`src/rtl/mulel_pkg.sv`:
```
package mulel_pkg;
  localparam int NUM_CTRL = 4;

  typedef enum logic {
    SRC_PARALLEL = 1'b0,
    SRC_CASCADE  = 1'b1
  } src_e;
endpackage

```
`src/rtl/mulel_stage.sv`:
```
// One optional register group with selectable enable and reset line.
module mulel_stage
  import mulel_pkg::*;
#(
  parameter int W       = 8,
  parameter bit EN      = 1'b1,
  parameter int CE_SEL  = 0,
  parameter int RST_SEL = 0
) (
  input  logic                clk,
  input  logic [NUM_CTRL-1:0] ce_vec,
  input  logic [NUM_CTRL-1:0] rst_vec,
  input  logic [W-1:0]        d,
  output logic [W-1:0]        q
);
  logic ce_g;
  logic rst_g;
  logic unused_ctl;

  assign ce_g       = ce_vec[CE_SEL];
  assign rst_g      = rst_vec[RST_SEL];
  assign unused_ctl = ^{ce_vec, rst_vec};

  generate
    if (EN) begin : g_reg
      logic [W-1:0] q_r;
      always_ff @(posedge clk) begin
        if (rst_g)     q_r <= '0;
        else if (ce_g) q_r <= d;
      end
      assign q = q_r;


      rst_clr_chk: assert property (@(posedge clk) disable iff (rst_g)
        $past(rst_g) |-> (q == '0));

      hold_chk: assert property (@(posedge clk) disable iff (rst_g)
        !ce_g |=> $stable(q));

      load_chk: assert property (@(posedge clk) disable iff (rst_g)
        ce_g |=> (q == $past(d)));
    end else begin : g_byp
      logic unused_clk;
      assign unused_clk = clk;
      assign q = d;
    end
  endgenerate
endmodule

```
`src/rtl/mulel_opreg.sv`:
```
// Operand input register: source mux, flag kept with data, cascade output.
module mulel_opreg
  import mulel_pkg::*;
#(
  parameter int   W       = 8,
  parameter bit   EN      = 1'b1,
  parameter src_e SRC     = SRC_PARALLEL,
  parameter int   CE_SEL  = 0,
  parameter int   RST_SEL = 0
) (
  input  logic                clk,
  input  logic [NUM_CTRL-1:0] ce_vec,
  input  logic [NUM_CTRL-1:0] rst_vec,
  input  logic [W-1:0]        par_in,
  input  logic [W-1:0]        cas_in,
  input  logic                sign_in,
  output logic [W-1:0]        opnd,
  output logic                sign_out,
  output logic [W-1:0]        cas_out
);
  logic [W-1:0] src_sel;
  logic [W:0]   held;
  logic         ld_now;
  logic         clr_now;

  generate
    if (SRC == SRC_CASCADE) begin : g_cas
      logic [W-1:0] unused_par;
      assign unused_par = par_in;
      assign src_sel    = cas_in;
    end else begin : g_par
      logic [W-1:0] unused_cas;
      assign unused_cas = cas_in;
      assign src_sel    = par_in;
    end
  endgenerate

  mulel_stage #(
    .W(W + 1), .EN(EN), .CE_SEL(CE_SEL), .RST_SEL(RST_SEL)
  ) u_hold (
    .clk(clk), .ce_vec(ce_vec), .rst_vec(rst_vec),
    .d({sign_in, src_sel}), .q(held)
  );

  assign opnd     = held[W-1:0];
  assign sign_out = held[W];
  assign cas_out  = held[W-1:0];
  assign ld_now   = ce_vec[CE_SEL];
  assign clr_now  = rst_vec[RST_SEL];

  generate
    if (EN) begin : g_chk

      sign_track_chk: assert property (@(posedge clk) disable iff (clr_now)
        ld_now |=> (sign_out == $past(sign_in)));

      src_pick_chk: assert property (@(posedge clk) disable iff (clr_now)
        ld_now |=> (cas_out == $past((SRC == SRC_CASCADE) ? cas_in : par_in)));
    end
  endgenerate
endmodule

```
`src/rtl/mulel_core.sv`:
```
// Combinational multiplier with per-operand signedness.
module mulel_core #(
  parameter int A_W = 8,
  parameter int B_W = 8,
  localparam int P_W = A_W + B_W
) (
  input  logic [A_W-1:0] a,
  input  logic           a_sgn,
  input  logic [B_W-1:0] b,
  input  logic           b_sgn,
  output logic [P_W-1:0] p
);
  function automatic logic [P_W-1:0] mixed_mul(
    input logic [A_W-1:0] x, input logic xs,
    input logic [B_W-1:0] y, input logic ys);
    logic [A_W:0]   xe;
    logic [B_W:0]   ye;
    logic [P_W+1:0] full;
    xe   = {xs & x[A_W-1], x};
    ye   = {ys & y[B_W-1], y};
    full = $signed({{(B_W+1){xe[A_W]}}, xe}) * $signed({{(A_W+1){ye[B_W]}}, ye});
    return full[P_W-1:0];
  endfunction

  assign p = mixed_mul(a, a_sgn, b, b_sgn);


  always_comb begin
    zero_chk: assert (!((a == '0 || b == '0) && p != '0));
  end
endmodule

```
`src/rtl/mulel_top.sv`:
```
module mulel_top
  import mulel_pkg::*;
#(
  parameter int   A_W         = 8,
  parameter int   B_W         = 8,
  parameter bit   IN_REG_A    = 1'b1,
  parameter bit   IN_REG_B    = 1'b1,
  parameter bit   PIPE_REG    = 1'b1,
  parameter bit   OUT_REG     = 1'b1,
  parameter src_e SRC_A       = SRC_PARALLEL,
  parameter src_e SRC_B       = SRC_PARALLEL,
  parameter int   CE_SEL_A    = 0,
  parameter int   CE_SEL_B    = 0,
  parameter int   CE_SEL_P    = 0,
  parameter int   CE_SEL_O    = 0,
  parameter int   RST_SEL_A   = 0,
  parameter int   RST_SEL_B   = 0,
  parameter int   RST_SEL_P   = 0,
  parameter int   RST_SEL_O   = 0,
  localparam int  P_W         = A_W + B_W
) (
  input  logic                clk,
  input  logic [NUM_CTRL-1:0] ce,
  input  logic [NUM_CTRL-1:0] rst,
  input  logic [A_W-1:0]      a_in,
  input  logic                a_sign,
  input  logic [B_W-1:0]      b_in,
  input  logic                b_sign,
  input  logic [A_W-1:0]      a_cas_in,
  input  logic [B_W-1:0]      b_cas_in,
  output logic [A_W-1:0]      a_cas_out,
  output logic [B_W-1:0]      b_cas_out,
  output logic [P_W-1:0]      prod
);
  logic [A_W-1:0] a_op;
  logic [B_W-1:0] b_op;
  logic           a_sg;
  logic           b_sg;
  logic [P_W-1:0] mul_raw;
  logic [P_W-1:0] mul_piped;

  mulel_opreg #(
    .W(A_W), .EN(IN_REG_A), .SRC(SRC_A), .CE_SEL(CE_SEL_A), .RST_SEL(RST_SEL_A)
  ) u_opa (
    .clk(clk), .ce_vec(ce), .rst_vec(rst), .par_in(a_in), .cas_in(a_cas_in),
    .sign_in(a_sign), .opnd(a_op), .sign_out(a_sg), .cas_out(a_cas_out)
  );

  mulel_opreg #(
    .W(B_W), .EN(IN_REG_B), .SRC(SRC_B), .CE_SEL(CE_SEL_B), .RST_SEL(RST_SEL_B)
  ) u_opb (
    .clk(clk), .ce_vec(ce), .rst_vec(rst), .par_in(b_in), .cas_in(b_cas_in),
    .sign_in(b_sign), .opnd(b_op), .sign_out(b_sg), .cas_out(b_cas_out)
  );

  mulel_core #(.A_W(A_W), .B_W(B_W)) u_core (
    .a(a_op), .a_sgn(a_sg), .b(b_op), .b_sgn(b_sg), .p(mul_raw)
  );

  mulel_stage #(
    .W(P_W), .EN(PIPE_REG), .CE_SEL(CE_SEL_P), .RST_SEL(RST_SEL_P)
  ) u_pipe (
    .clk(clk), .ce_vec(ce), .rst_vec(rst), .d(mul_raw), .q(mul_piped)
  );

  mulel_stage #(
    .W(P_W), .EN(OUT_REG), .CE_SEL(CE_SEL_O), .RST_SEL(RST_SEL_O)
  ) u_out (
    .clk(clk), .ce_vec(ce), .rst_vec(rst), .d(mul_piped), .q(prod)
  );
endmodule

```
`config.mk`:
```
export PLATFORM = sky130hd
export DESIGN_NAME = mulel_top
export DESIGN_NICKNAME = d
export VERILOG_FILES = /design/src/rtl/mulel_pkg.sv /design/src/rtl/mulel_stage.sv /design/src/rtl/mulel_opreg.sv /design/src/rtl/mulel_core.sv /design/src/rtl/mulel_top.sv
export SDC_FILE = /design/constraint.sdc
export NUM_CORES = 1
export LEC_CHECK = 0
export BUFFER_PORTS_ARGS = -buffer_cell sky130_fd_sc_hd__buf_2
export CORE_ASPECT_RATIO = 0.75
export CORE_MARGIN = 2
export CORE_UTILIZATION = 40
export CTS_CLUSTER_DIAMETER = 40
export DETAILED_ROUTE_END_ITERATION = 16
export PLACE_DENSITY = 0.69
export SLEW_MARGIN = 10
export SYNTH_ARGS = -nofsm -noshare
export SYNTH_HDL_FRONTEND = slang
export SYNTH_SLANG_ARGS = --single-unit
```
`constraint.sdc`:
```
create_clock -name clk -period 11.6 [get_ports clk]
set_clock_uncertainty 0.15 [all_clocks]
set_input_delay 0.58 -clock clk [delete_from_list [all_inputs] [get_ports clk]]
set_output_delay 0.58 -clock clk [all_outputs]
set_load 0.01 [all_outputs]
```
* Word level (Yosys, flattened, before mapping)
Cells that the tools add are included.
Widths: inputs -> output; s select.
** Word-level totals
- Flip-flop bits (word level) :: 50
- Latch bits :: 0
- Memory bits (writable) :: 0
- Memory bits (read-only) :: 0
- Input port bits :: 43
- Output and inout port bits :: 32
- Word-level logic and storage cells :: 7
- Memories :: 0
** Operators by class
- Add/sub/neg operators :: 0
- Multiply operators :: 1
- Divide/modulo/power cells :: 0
- Magnitude comparators :: 0
- Equal/unequal tests :: 0
- Shifts and indexed selects :: 0
- Multiplexer cells :: 0
- Bitwise gates (word level) :: 2
- Reductions and logical operators :: 0
** Operators with widths (number)
- $mul 9x9->16 :: 1
- $and 1x1->1 :: 2

* Logic depth before layout (Yosys ltp)
Gate-level depths: netlist (run 1).
- Word-level depth :: 2
- Mapped depth :: 19
- Mapped depth without buffers :: 18

* Hierarchy
A second synthesis (run 1) with hierarchy kept.
** Second synthesis, totals
- Cells, all modules :: 506
- Area total of the unflattened synthesis :: 4738.3 sq um
** By module, submodules not included
- mulel_core :: times used 1, cells an instance 328, area an instance 2819.0 sq um, sequential area each 0.0 sq um
- mulel_stage at u_out ... :: times used 2, cells an instance 52, area an instance 580.6 sq um, sequential area each 320.3 sq um
- mulel_stage at u_opa.u_hold ... :: times used 2, cells an instance 29, area an instance 319.1 sq um, sequential area each 180.2 sq um
- mulel_opreg :: times used 2, cells an instance 8, area an instance 60.1 sq um, sequential area each 0.0 sq um

* Least setup slack after synthesis (run 1)
No wires, ideal clock.
- Path kind :: reg-to-reg
- Start :: register u_opb.u_hold.g_reg.q_r[7], in the netlist u_opb.u_hold.q[7]
- End :: register u_pipe.g_reg.q_r[15], in the netlist u_pipe.q[15]
- Setup time :: 0.079 ns
- Arrival :: 4.749 ns
- Data required time :: 11.371 ns
- Slack :: 6.622 ns
- Cell stages (with the launch flop) :: 18
- Path buffers :: 0
- Period minus slack after synthesis :: 4.978 ns
- Cell sequence :: dfxtp_1 nand2_1 or2_2 fa_1 fa_1 inv_1 fa_1 fa_1 inv_1 fa_1 inv_1 ha_1 o21a_1 o31a_1 o21ai_0 o21ai_1 xnor2_1 a211oi_2
** On the way
- Cells in the longest elaborated chain, start to end :: 2
** RTL lines
- from (decl) :: RTL line mulel_stage.sv:26 : logic [W-1:0] q_r;
- from (signal assigned) :: RTL line mulel_stage.sv:28 : if (rst_g) q_r <= '0;
- from (signal assigned) :: RTL line mulel_stage.sv:29 : else if (ce_g) q_r <= d;
- $and 1x1->1 :: RTL line mulel_core.sv:20 : ye = {ys & y[B_W-1], y};
- $mul 9x9->16 * :: RTL line mulel_core.sv:21 : full = $signed({{(B_W+1){xe[A_W]}}, xe}) * $signed({{(A_W+1){ye[B_W]}}, ye});
- to (signal assigned) :: RTL line mulel_stage.sv:28
- to (signal assigned) :: RTL line mulel_stage.sv:29
- to (decl) :: RTL line mulel_stage.sv:26
Every way passes the cells marked *; elsewhere a longest branch is shown, timed or not.
A chain may end at the register's enable or synchronous reset.

* Worst setup path in the final report (run 1)
Ends and elaborated chain as after synthesis.

==> flow_metrics.py, run 1 <==
metrics = {
    "job": {
        "max_cap_violations": 0,
    },
    "global_route": {
        "grt_max_degree": 60,
        "antenna_found_initial": 0,
        "grtUsageTotal": 0.167,
        "grt_pass1_vias": 3400,
        "overflow": 0,
        "grt_pass1_wl_mm": 16.5,
    },
    "final_layout": {
        "nets": 667,
        "final_layout_size_suffix_gt1_frac": 0.127,
        "fillers": 1040,
        "design_area_mm2": 0.00505,
        "synthToLayoutAreaGrowth_pct": 10.3,
        "num_antenna_cells": 0,
    },
    "floorplan": {
        "placementRows": 33,
        "fp.dieW_um": 128,
        "initial_core_util": 0.416,
        "io_pins": 75,
        "dieArea_mm2": 0.0123,
        "fp.dieH_um": 96.7,
        "core_mm2": 0.0110,
    },
    "routing": {
        "ant_nets": 0,
        "wl_per_cell_um": 14.0,
        "drcViolationCount": 0,
        "vias_per_cell": 4.89,
        "wl_met1_mm": 4.55,
        "topRoutingLayerUsed": "met4",
        "wl_mm": 9.37,
        "drtIter0Drc": 129,
        "wl_met2_mm": 4.36,
        "firstDrtPassIters": 4,
        "vias": 3264,
        "dr_wl_met3_um": 385,
    },
    "sta": {
        "layout_setup_ws_ns": 5.84,
        "timing.final.crit_period_ns": 5.76,
        "tightest_slew_ns": 0.968,
        "period_share": 0.497,
        "fmax_mhz": 174,
        "setup_viol": 0,
        "slew_headroom": 0.355,
        "rsz0062_at_grt": "false",
        "hold_viol": 0,
        "drv_slew": 0,
        "setup-tns-final_ns": 0,
    },
    "place": {
        "portBuffers": 52,
        "gp_congestion": 0.822,
        "pre_cts_ws_ns": 5.85,
        "place_area_mm2": 0.00491,
        "dp_hpwl_mm": 7.33,
    },
    "status": {
        "status": "completed",
    },
    "worst_hold_path": {
        "worst_hold_path_type": "reg2reg",
    },
    "logic_synthesis": {
        "ys_seq_elements": 50,
        "synth_compound_area_frac": 0.0524,
        "synthesis.area_mm2": 0.00458,
        "synth_cell_types": 38,
        "synth_xor_area_frac": 0.0229,
        "synthTopCellsByArea": "fa_1, dfxtp_1, mux2i_1, ha_1, inv_1",
        "yosys.area_share.simple": 0.151,
        "synthAdderAreaFrac": 0.365,
        "synth.top_cell.area_share": 0.275,
        "ys_warn_count": 0,
        "synth_top_family_by_area": "adder cells",
        "yosysSeqAreaShare": 0.219,
        "muxShareOfSynthArea": 0.0918,
        "netlist_instances": 497,
        "synth_fp_nets": 636,
        "avgSynthCellArea_um2": 9.22,
        "synth_largest_area_cell": "fa_1",
    },
    "clock_tree": {
        "cts_made_buffers": 5,
        "ctsHoldBuffers": 0,
        "cts_sinks": 50,
        "clk_pin_slew_worst_paths_ns": 0.07,
        "root_buffer": "clkbuf_16",
        "cts_tree": "built",
        "clk_path_buf_depth": 2,
        "cts_resized": 0,
        "htreeDepth": 2,
        "post_cts_buffers": 0,
        "clock_latency_ns": 0.29,
    },
    "worst_setup_path": {
        "worst_ep_required_time_ns": 11.59,
        "cp_slowest_stage_delay_ns": 0.61,
        "worstPathArrival_ns": 5.75,
        "critPathCaptureType": "flip-flop",
        "path_cells": "nand2_1, or2_2, fa_1, fa_1, inv_1, fa_1, fa_1, inv_1, fa_1, inv_1, ha_1, o21a_1, o31a_1, o21ai_0, o21ai_1, xnor2_1, a211oi_2",
        "cp_max_fo": 12,
        "critPathKind": "reg2reg",
        "start_kind": "flip-flop",
        "cpMostUsedCell": "fa_1",
        "cp_slowest_cell": "dfxtp_1",
    },
    "pwr": {
        "vdd_drop_max_uv": 58.5,
        "p_per_area_mw_per_mm2": 83.0,
        "p_leak_uw": 0.00272,
    },
}
-- synthesized netlist by cell type (all sizes together) --
cell / instances
inv: 89
fa: 63
nor2: 51
dfxtp: 50
mux2i: 42
nand2: 37
and2: 33
ha: 33
clkbuf: 23
xnor2: 9
o21ai: 8
a21oi: 7
a21o: 6
buf: 6
and3: 4
nand2b: 4
nor3: 4
a211oi: 3
o21a: 3
or2: 3
xor2: 3
nand3: 2
nand3b: 2
o31a: 2
or3: 2
a211o: 1
a311oi: 1
nor2b: 1
nor3b: 1
nor4b: 1
o211a: 1
o311ai: 1
o32ai: 1
-- power by group --
part | leakage [uW] | switching [uW] | internal, uW
registers | 0.000408 | 14.2 | 180
logic | 0.00224 | 41.8 | 33.6
clock network | 0.0000707 | 69.7 | 80.5
total | 0.00272 | 126 | 294
-- worst max-delay path: cells and delay by family, from the launching register on --
family | cells | cell delay [ns]
AND/OR/NAND/NOR | 2 | 0.76
buffers and inverters | 3 | 0.17
XOR/XNOR | 1 | 0.20
flip-flops | 1 | 0.61
adder cells (fa/ha/maj) | 6 | 2.93
AO/OA/AOI/OAI | 5 | 0.77
-- per-stage QoR --
step	instances	utilization	hold WS, ns	total power [uW]
2_1_floorplan	497	-	0.296	251
3_3_place_gp	661	0.445	0.307	271
3_5_place_dp	661	0.445	0.316	274
4_1_cts	668	0.458	0.328	425
5_1_grt	668	0.458	0.350	444
6_report	668	0.458	0.324	419
-- cell usage in the layout (no fill, tap or decap), drive strengths merged, types with 2 or more instances in the layout --
cell	synthesis	routed
inv	89	91
fa	63	63
buf	6	53
nor2	51	51
dfxtp	50	50
mux2i	42	42
nand2	37	37
and2	33	33
ha	33	33
xnor2	9	9
o21ai	8	8
a21oi	7	7
a21o	6	6
clkbuf	23	5
nor3	4	4
nand2b	4	4
and3	4	4
o21a	3	3
xor2	3	3
or2	3	3
a211oi	3	3
o31a	2	2
nand3b	2	2
nand3	2	2
or3	2	2
-- cell type report --
cell class	count	area, um2	area share
clock inverter	2	17.5	0.00347
inverter	89	334	0.0661
sequential	50	1000	0.198
timing repair buffer	53	268	0.0530
clock buffer	5	125	0.0248
multi-input combinational	329	3130	0.620
tap	140	175	0.0347
-- routing by layer --
metal  vias to the layer above  GRT usage
met2                        55      0.270
met1                      1610      0.240
met5                         -          0
met3                         6     0.0260
met4                         0     0.0321
li1                       1593          -
-- worst paths after layout --
kind / start / endpoint / slack, ns / cells past startpoint
worst max register to register: u_opb.u_hold.q[7] / u_pipe.q[15] / 5.84 / 17
worst min-delay path: u_pipe.q[0] / u_pipe.q[0] / 0.32 / 2
worst max-delay path: u_opb.u_hold.q[7] / u_pipe.q[15] / 5.84 / 17
worst min register to register: u_pipe.q[0] / u_pipe.q[0] / 0.32 / 2
-- registers in the layout, indices dropped and copies added (netlist names) --
name            count
u_pipe.q           16
u_out.q            16
u_opb.u_hold.q      9
u_opa.u_hold.q      9
-- kinds of logic (layout without fill, tap and decap cells) --
group / after synthesis / after routing
multiplexers: 42 / 42
XOR/XNOR: 12 / 12
buffers and inverters: 118 / 149
flip-flops: 50 / 50
AND/OR/NAND/NOR: 145 / 145
AO/OA/AOI/OAI: 34 / 34
adder cells (fa/ha/maj): 96 / 96
(Power assumes the default switching activity.)
==> run 2, diff against run 1 <==
--- a/config.mk
+++ b/config.mk
@@ -11,7 +11,7 @@
 export CORE_UTILIZATION = 40
 export CTS_CLUSTER_DIAMETER = 40
 export DETAILED_ROUTE_END_ITERATION = 16
-export PLACE_DENSITY = 0.69
+export PLACE_DENSITY = 0.71
 export SLEW_MARGIN = 10
 export SYNTH_ARGS = -nofsm -noshare
 export SYNTH_HDL_FRONTEND = slang
==> constraint.sdc (replaced) <==
create_clock -name clk -period 5 [get_ports clk]
set_clock_uncertainty 0.15 [all_clocks]
set_input_delay 0.25 -clock clk [delete_from_list [all_inputs] [get_ports clk]]
set_output_delay 0.25 -clock clk [all_outputs]
set_load 0.01 [all_outputs]
==> run 2 against run 1 <==
  * Routed wire length increased by 8.6%
  * Clock power increased to 2.6 times the previous value
  * Cell count increased by 4.0%
  * Power increased to 2.5 times the previous value
  * Non-clock buffer count increased by 26
  * Sequential share of layout area decreased by 0.82 points
  * Register-to-register slack got worse by 5.7 ns
  * Sequential cell count unchanged
  * Global-route usage increased by 1.3 points
  * Clock-buffer cell count increased by 1
  * Combinational power increased to 2.9 times the previous value
  * Fmax increased by 19%
  * Critical endpoint unchanged
==> flow_metrics.py, run 2 (synthesis gave the netlist of run 1 again) <==
metrics = {
    "status": {
        "status": "completed",
    },
    "routing": {
        "ant_nets": 0,
        "drcViolationCount": 0,
        "firstDrtPassIters": 4,
        "wl_per_cell_um": 14.6,
        "drtIter0Drc": 134,
        "vias": 3404,
        "vias_per_cell": 4.90,
        "wl_mm": 10.2,
    },
    "clock_tree": {
        "clk_path_buf_depth": 2,
        "htreeDepth": 2,
        "root_buffer": "clkbuf_16",
        "clk_pin_slew_worst_paths_ns": 0.07,
        "cts_sinks": 50,
        "clock_latency_ns": 0.30,
        "cts_tree": "built",
        "cts_made_buffers": 5,
        "ctsHoldBuffers": 0,
    },
    "worst_setup_path": {
        "cp_slowest_cell": "fa_1",
        "start_kind": "flip-flop",
        "critPathKind": "reg2reg",
        "critPathCaptureType": "flip-flop",
        "worst_ep_required_time_ns": 4.99,
        "worstPathArrival_ns": 4.82,
        "r2r_slack_ns": 0.16,
        "timing.rr.end": "u_pipe.q[15]",
        "cp_slowest_stage_delay_ns": 0.56,
        "crit_buf_inv": 5,
        "crit_cells": 17,
        "rr_startpoint": "u_opa.u_hold.q[7]",
        "crit_start": "u_opa.u_hold.q[7]",
        "cp_max_fo": 14,
        "path_cells": "buf_4, and3_1, inv_2, fa_2, fa_1, inv_1, fa_1, inv_1, fa_1, inv_1, ha_1, ha_1, a21o_1, a21oi_1, o21ai_1, xnor2_1, a211oi_2",
        "endpoint": "u_pipe.q[15]",
        "reg2reg_depth": 17,
        "path_delay_family": "adder cells",
    },
    "worst_hold_path": {
        "worst_hold_path_type": "in2reg",
    },
    "floorplan": {
        "core_mm2": 0.0110,
        "placementRows": 33,
        "fp.dieW_um": 128,
        "fp.dieH_um": 96.7,
        "io_pins": 75,
        "dieArea_mm2": 0.0123,
        "initial_core_util": 0.416,
    },
    "pwr": {
        "vdd_drop_max_uv": 182,
        "clkPwrFrac": 0.376,
        "swShare": 0.284,
        "p_total_uw": 1050,
        "cell_internal_pwr_uw": 751,
        "power_frac_comb": 0.211,
        "power.switching_uw": 298,
        "p_per_area_mw_per_mm2": 197,
        "seq_power_share": 0.413,
        "p_leak_uw": 0.00286,
    },
    "place": {
        "gp_congestion": 0.887,
        "dp.cells": 687,
        "place_area_mm2": 0.00510,
        "portBuffers": 52,
        "pre_cts_ws_ns": -0.0408,
        "dp_hpwl_mm": 8.08,
    },
    "job": {
        "max_cap_violations": 0,
    },
    "final_layout": {
        "fillers": 1048,
        "multi_input_area_mm2": 0.00317,
        "nets": 693,
        "final_cell_mix": "inv_1, fa_1, buf_2",
        "final_layout_size_suffix_gt1_frac": 0.198,
        "synthToLayoutAreaGrowth_pct": 16.3,
        "layout_commonest_cell": "inv_1",
        "seq_area_mm2": 0.00101,
        "num_antenna_cells": 0,
        "stdcell_count": 695,
        "design_area_mm2": 0.00533,
    },
    "sta": {
        "tightest_slew_ns": 0.954,
        "setup-tns-final_ns": 0,
        "rsz0062_at_grt": "true",
        "slew_headroom": 0.364,
        "fmax_mhz": 207,
        "drv_slew": 0,
        "period_share": 0.967,
        "layout_setup_ws_ns": 0.164,
        "timing.final.crit_period_ns": 4.84,
        "hold_viol": 0,
        "setup_viol": 0,
    },
    "global_route": {
        "grtUsageTotal": 0.180,
        "grt_max_degree": 60,
        "grt_pass1_wl_mm": 17.7,
        "antenna_found_initial": 0,
        "overflow": 0,
        "grt_pass1_vias": 3510,
    },
}
==> run 2: cell count changes in the layout (fill, tap and decap cells not counted), sizes merged <==
cell and change:
buf +26, inv -2, bufinv +1, clkbuf +1, clkinvlp +1
==> run 2: timing repair <==
| item | 4_1_cts | 5_1_grt |
|---|---|---|
| gates resized for setup | 4 | 17 |
| gates cloned | 0 | 0 |
| endpoints found under the hold margin | 0 | 0 |
| setup endpoints to repair | 4 | 5 |
| setup buffers | 0 | 0 |
| pin swaps | 2 | 10 |
==> run 2: worst min path at each step <==
stage / to / from / cells after the start / slack [ns]
2_1_floorplan: u_opb.u_hold.q[8] / b_sign / 2 / 0.25
4_1_cts: u_opb.u_hold.q[0] / b_in[0] / 3 / 0.04
6_report: u_opb.u_hold.q[1] / b_in[1] / 3 / 0.04
5_1_grt: u_opa.u_hold.q[3] / a_in[3] / 3 / 0.05
3_5_place_dp: u_pipe.q[11] / u_pipe.q[11] / 2 / 0.31
3_3_place_gp: u_pipe.q[11] / u_pipe.q[11] / 2 / 0.31
==> run 2: stage by stage <==
step	hold WS, ns	utilization
global route	0.0506	0.483
finish	0.0351	0.483
global placement	0.310	0.463
detailed placement	0.314	0.463
floorplan	0.247	-
CTS	0.0365	0.479
==> run 2: area by class of cell <==
cell class,count,share of cell area
Clock inverter,2,0.00705
Sequential cell,50,0.190
Timing Repair Buffer,79,0.0876
Multi-Input combinational cell,329,0.596
Tap cell,140,0.0329
Clock buffer,6,0.0242
Inverter,89,0.0627
==> run 2: routing by layer <==
layer  wire length (um)  GRT usage  vias to the layer above  part of all wire
li1                   -          -                     1641                 -
met1               4720      0.264                     1662              0.46
met2               4680      0.271                       87              0.46
met3                613     0.0360                       14             0.060
met4                161     0.0507                        0             0.016
met5                  0          0                        -                 0
==> run 2: power by group through the flow <==
stage / Sequential (uW) / Clock (uW) / Combinational (uW)
2_1_floorplan: 439 / 0 / 142
4_1_cts: 432 / 399 / 221
5_1_grt: 435 / 420 / 251
3_5_place_dp: 441 / 0 / 216
6_report: 433 / 394 / 222
3_3_place_gp: 440 / 0 / 210
==> run 2: worst register-to-register path, stage by stage, from the launching register on <==
cell and delay, ns:
dfxtp_1 0.33, buf_4 0.19, and3_1 0.25, inv_2 0.06
fa_2 0.50, fa_1 0.56, inv_1 0.06, fa_1 0.53
inv_1 0.05, fa_1 0.56, inv_1 0.05, ha_1 0.29
ha_1 0.37, a21o_1 0.20, a21oi_1 0.15, o21ai_1 0.10
xnor2_1 0.20, a211oi_2 0.09
==> run 3, diff against run 2 <==
--- a/config.mk
+++ b/config.mk
@@ -12,6 +12,7 @@
 export CTS_CLUSTER_DIAMETER = 40
 export DETAILED_ROUTE_END_ITERATION = 16
 export PLACE_DENSITY = 0.71
+export RECOVER_POWER = 25
 export SLEW_MARGIN = 10
 export SYNTH_ARGS = -nofsm -noshare
 export SYNTH_HDL_FRONTEND = slang
==> run 3 against run 2 <==
  * Non-clock buffer count stayed put
  * Die area stayed put
  * Clock-buffer cell count stayed put
  * Setup slack better by 0.0036 ns
  * Largest cell class unchanged
==> flow_metrics.py, run 3 (synthesis gave the netlist of run 1 again) <==
metrics = {
    "clock_tree": {
        "cts_tree": "built",
        "cts_made_buffers": 5,
        "root_buffer": "clkbuf_16",
        "clk_pin_slew_worst_paths_ns": 0.07,
        "htreeDepth": 2,
        "clock_latency_ns": 0.30,
        "cts_sinks": 50,
        "post_cts_buffers": 0,
        "clk_path_buf_depth": 2,
    },
    "worst_setup_path": {
        "path_delay_family": "adder cells",
        "timing.rr.end": "u_pipe.q[14]",
        "rr_startpoint": "u_opa.u_hold.q[7]",
        "start_kind": "flip-flop",
        "cp_slowest_stage_delay_ns": 0.56,
        "cp_max_fo": 14,
        "critPathCaptureType": "flip-flop",
        "worstPathArrival_ns": 4.88,
        "path_cells": "buf_4, and3_1, inv_2, fa_2, fa_1, inv_1, fa_1, inv_1, fa_1, inv_1, ha_1, ha_1, nand2_1, nor3_1, o31a_1, o311ai_2, o32ai_1",
        "r2r_slack_ns": 0.17,
        "cp_slowest_cell": "fa_1",
        "reg2reg_depth": 17,
        "critPathKind": "reg2reg",
        "crit_buf_inv": 5,
        "worst_ep_required_time_ns": 5.05,
    },
    "final_layout": {
        "design_area_mm2": 0.00531,
        "synthToLayoutAreaGrowth_pct": 15.9,
        "final_cell_mix": "inv_1, fa_1, nor2_1",
        "num_antenna_cells": 0,
        "final_layout_size_suffix_gt1_frac": 0.169,
        "fillers": 1055,
        "post-route-util": 0.481,
        "layout_commonest_cell": "inv_1",
        "nets": 693,
    },
    "status": {
        "status": "completed",
    },
    "routing": {
        "wl_per_cell_um": 14.7,
        "wl_mm": 10.2,
        "drcViolationCount": 0,
        "vias_per_cell": 4.91,
        "firstDrtPassIters": 4,
        "ant_nets": 0,
        "vias": 3410,
        "drtIter0Drc": 155,
    },
    "floorplan": {
        "fp.dieH_um": 96.7,
        "dieArea_mm2": 0.0123,
        "placementRows": 33,
        "io_pins": 75,
        "fp.dieW_um": 128,
        "initial_core_util": 0.416,
        "core_mm2": 0.0110,
    },
    "sta": {
        "hold-worst-slack_ns": 0.0363,
        "hold_viol": 0,
        "slew_headroom": 0.343,
        "timing.final.crit_period_ns": 4.83,
        "setup_viol": 0,
        "fmax_mhz": 207,
        "drv_slew": 0,
        "tightest_slew_ns": 0.985,
        "rsz0062_at_grt": "true",
        "period_share": 0.966,
    },
    "place": {
        "portBuffers": 52,
        "gp_congestion": 0.887,
        "dp_hpwl_mm": 8.08,
        "place_area_mm2": 0.00510,
    },
    "global_route": {
        "grt_pass1_vias": 3510,
        "antenna_found_initial": 0,
        "grt_pass1_wl_mm": 17.7,
        "grtUsageTotal": 0.180,
        "overflow": 0,
        "grt_max_degree": 60,
    },
    "worst_hold_path": {
        "holdPathStages": 3,
        "min_from": "b_in[1]",
        "worst_hold_path_type": "in2reg",
        "hold_end": "u_opb.u_hold.q[1]",
    },
    "pwr": {
        "vdd_drop_max_uv": 183,
        "p_leak_uw": 0.00279,
        "p_per_area_mw_per_mm2": 198,
    },
    "job": {
        "max_cap_violations": 0,
    },
}
## run 3: worst max path at each step
stage | endpoint | from | slack, ns | cells after the start
floorplan | u_pipe.q[15] | u_opb.u_hold.q[7] | 0.02 | 17
global placement | u_pipe.q[13] | u_opb.u_hold.q[8] | 0.04 | 17
detailed placement | u_pipe.q[15] | u_opb.u_hold.q[8] | -0.04 | 17
CTS | u_pipe.q[15] | u_opb.u_hold.q[0] | 0.02 | 19
global route | u_pipe.q[15] | u_opb.u_hold.q[0] | -0.06 | 19
finish | u_pipe.q[14] | u_opa.u_hold.q[7] | 0.17 | 17
## run 3: routing by layer
metal / part of all wire / GRT usage
met2: 0.45 / 0.271
met4: 0.016 / 0.0507
met1: 0.47 / 0.264
met5: 0 / 0
met3: 0.060 / 0.0360
## run 3: metrics by stage
| stage | total power, uW | setup TNS [ns] | instances | setup WS (ns) |
|---|---|---|---|---|
| after floorplan | 581 | 0 | 497 | 0.0217 |
| after global placement | 650 | 0 | 687 | 0.0370 |
| after detailed placement | 657 | -0.0599 | 687 | -0.0408 |
| after CTS | 1050 | 0 | 695 | 0.0196 |
| after global routing | 1100 | -0.0799 | 695 | -0.0618 |
| final | 1050 | 0 | 695 | 0.168 |
## run 3: report_power, final
group | total [uW] | switching (uW) | internal (uW)
combinational | 221 | 125 | 96.6
sequential | 433 | 15.6 | 417
clock | 395 | 158 | 237
total | 1050 | 299 | 750
## run 3: worst min-delay path: cells and delay by family
family        cells  cell delay, ns
buf+inv           1            0.08
mux               1            0.05
simple gates      1            0.07
## run 3: layout make-up
| cell class | count | area, um2 | area share |
|---|---|---|---|
| clock inverter | 2 | 37.5 | 0.00707 |
| clock buffer | 6 | 129 | 0.0243 |
| inverter | 89 | 334 | 0.0629 |
| timing repair buffer | 79 | 447 | 0.0842 |
| sequential | 50 | 1010 | 0.191 |
| tap | 140 | 175 | 0.0330 |
| multi-input combinational | 329 | 3170 | 0.598 |
## run 3: what timing repair did
| action | CTS | global route |
|---|---|---|
| pin swaps | 2 | 10 |
| gates resized for setup | 4 | 17 |
| hold buffers | 0 | 0 |
| setup endpoints to repair | 4 | 5 |
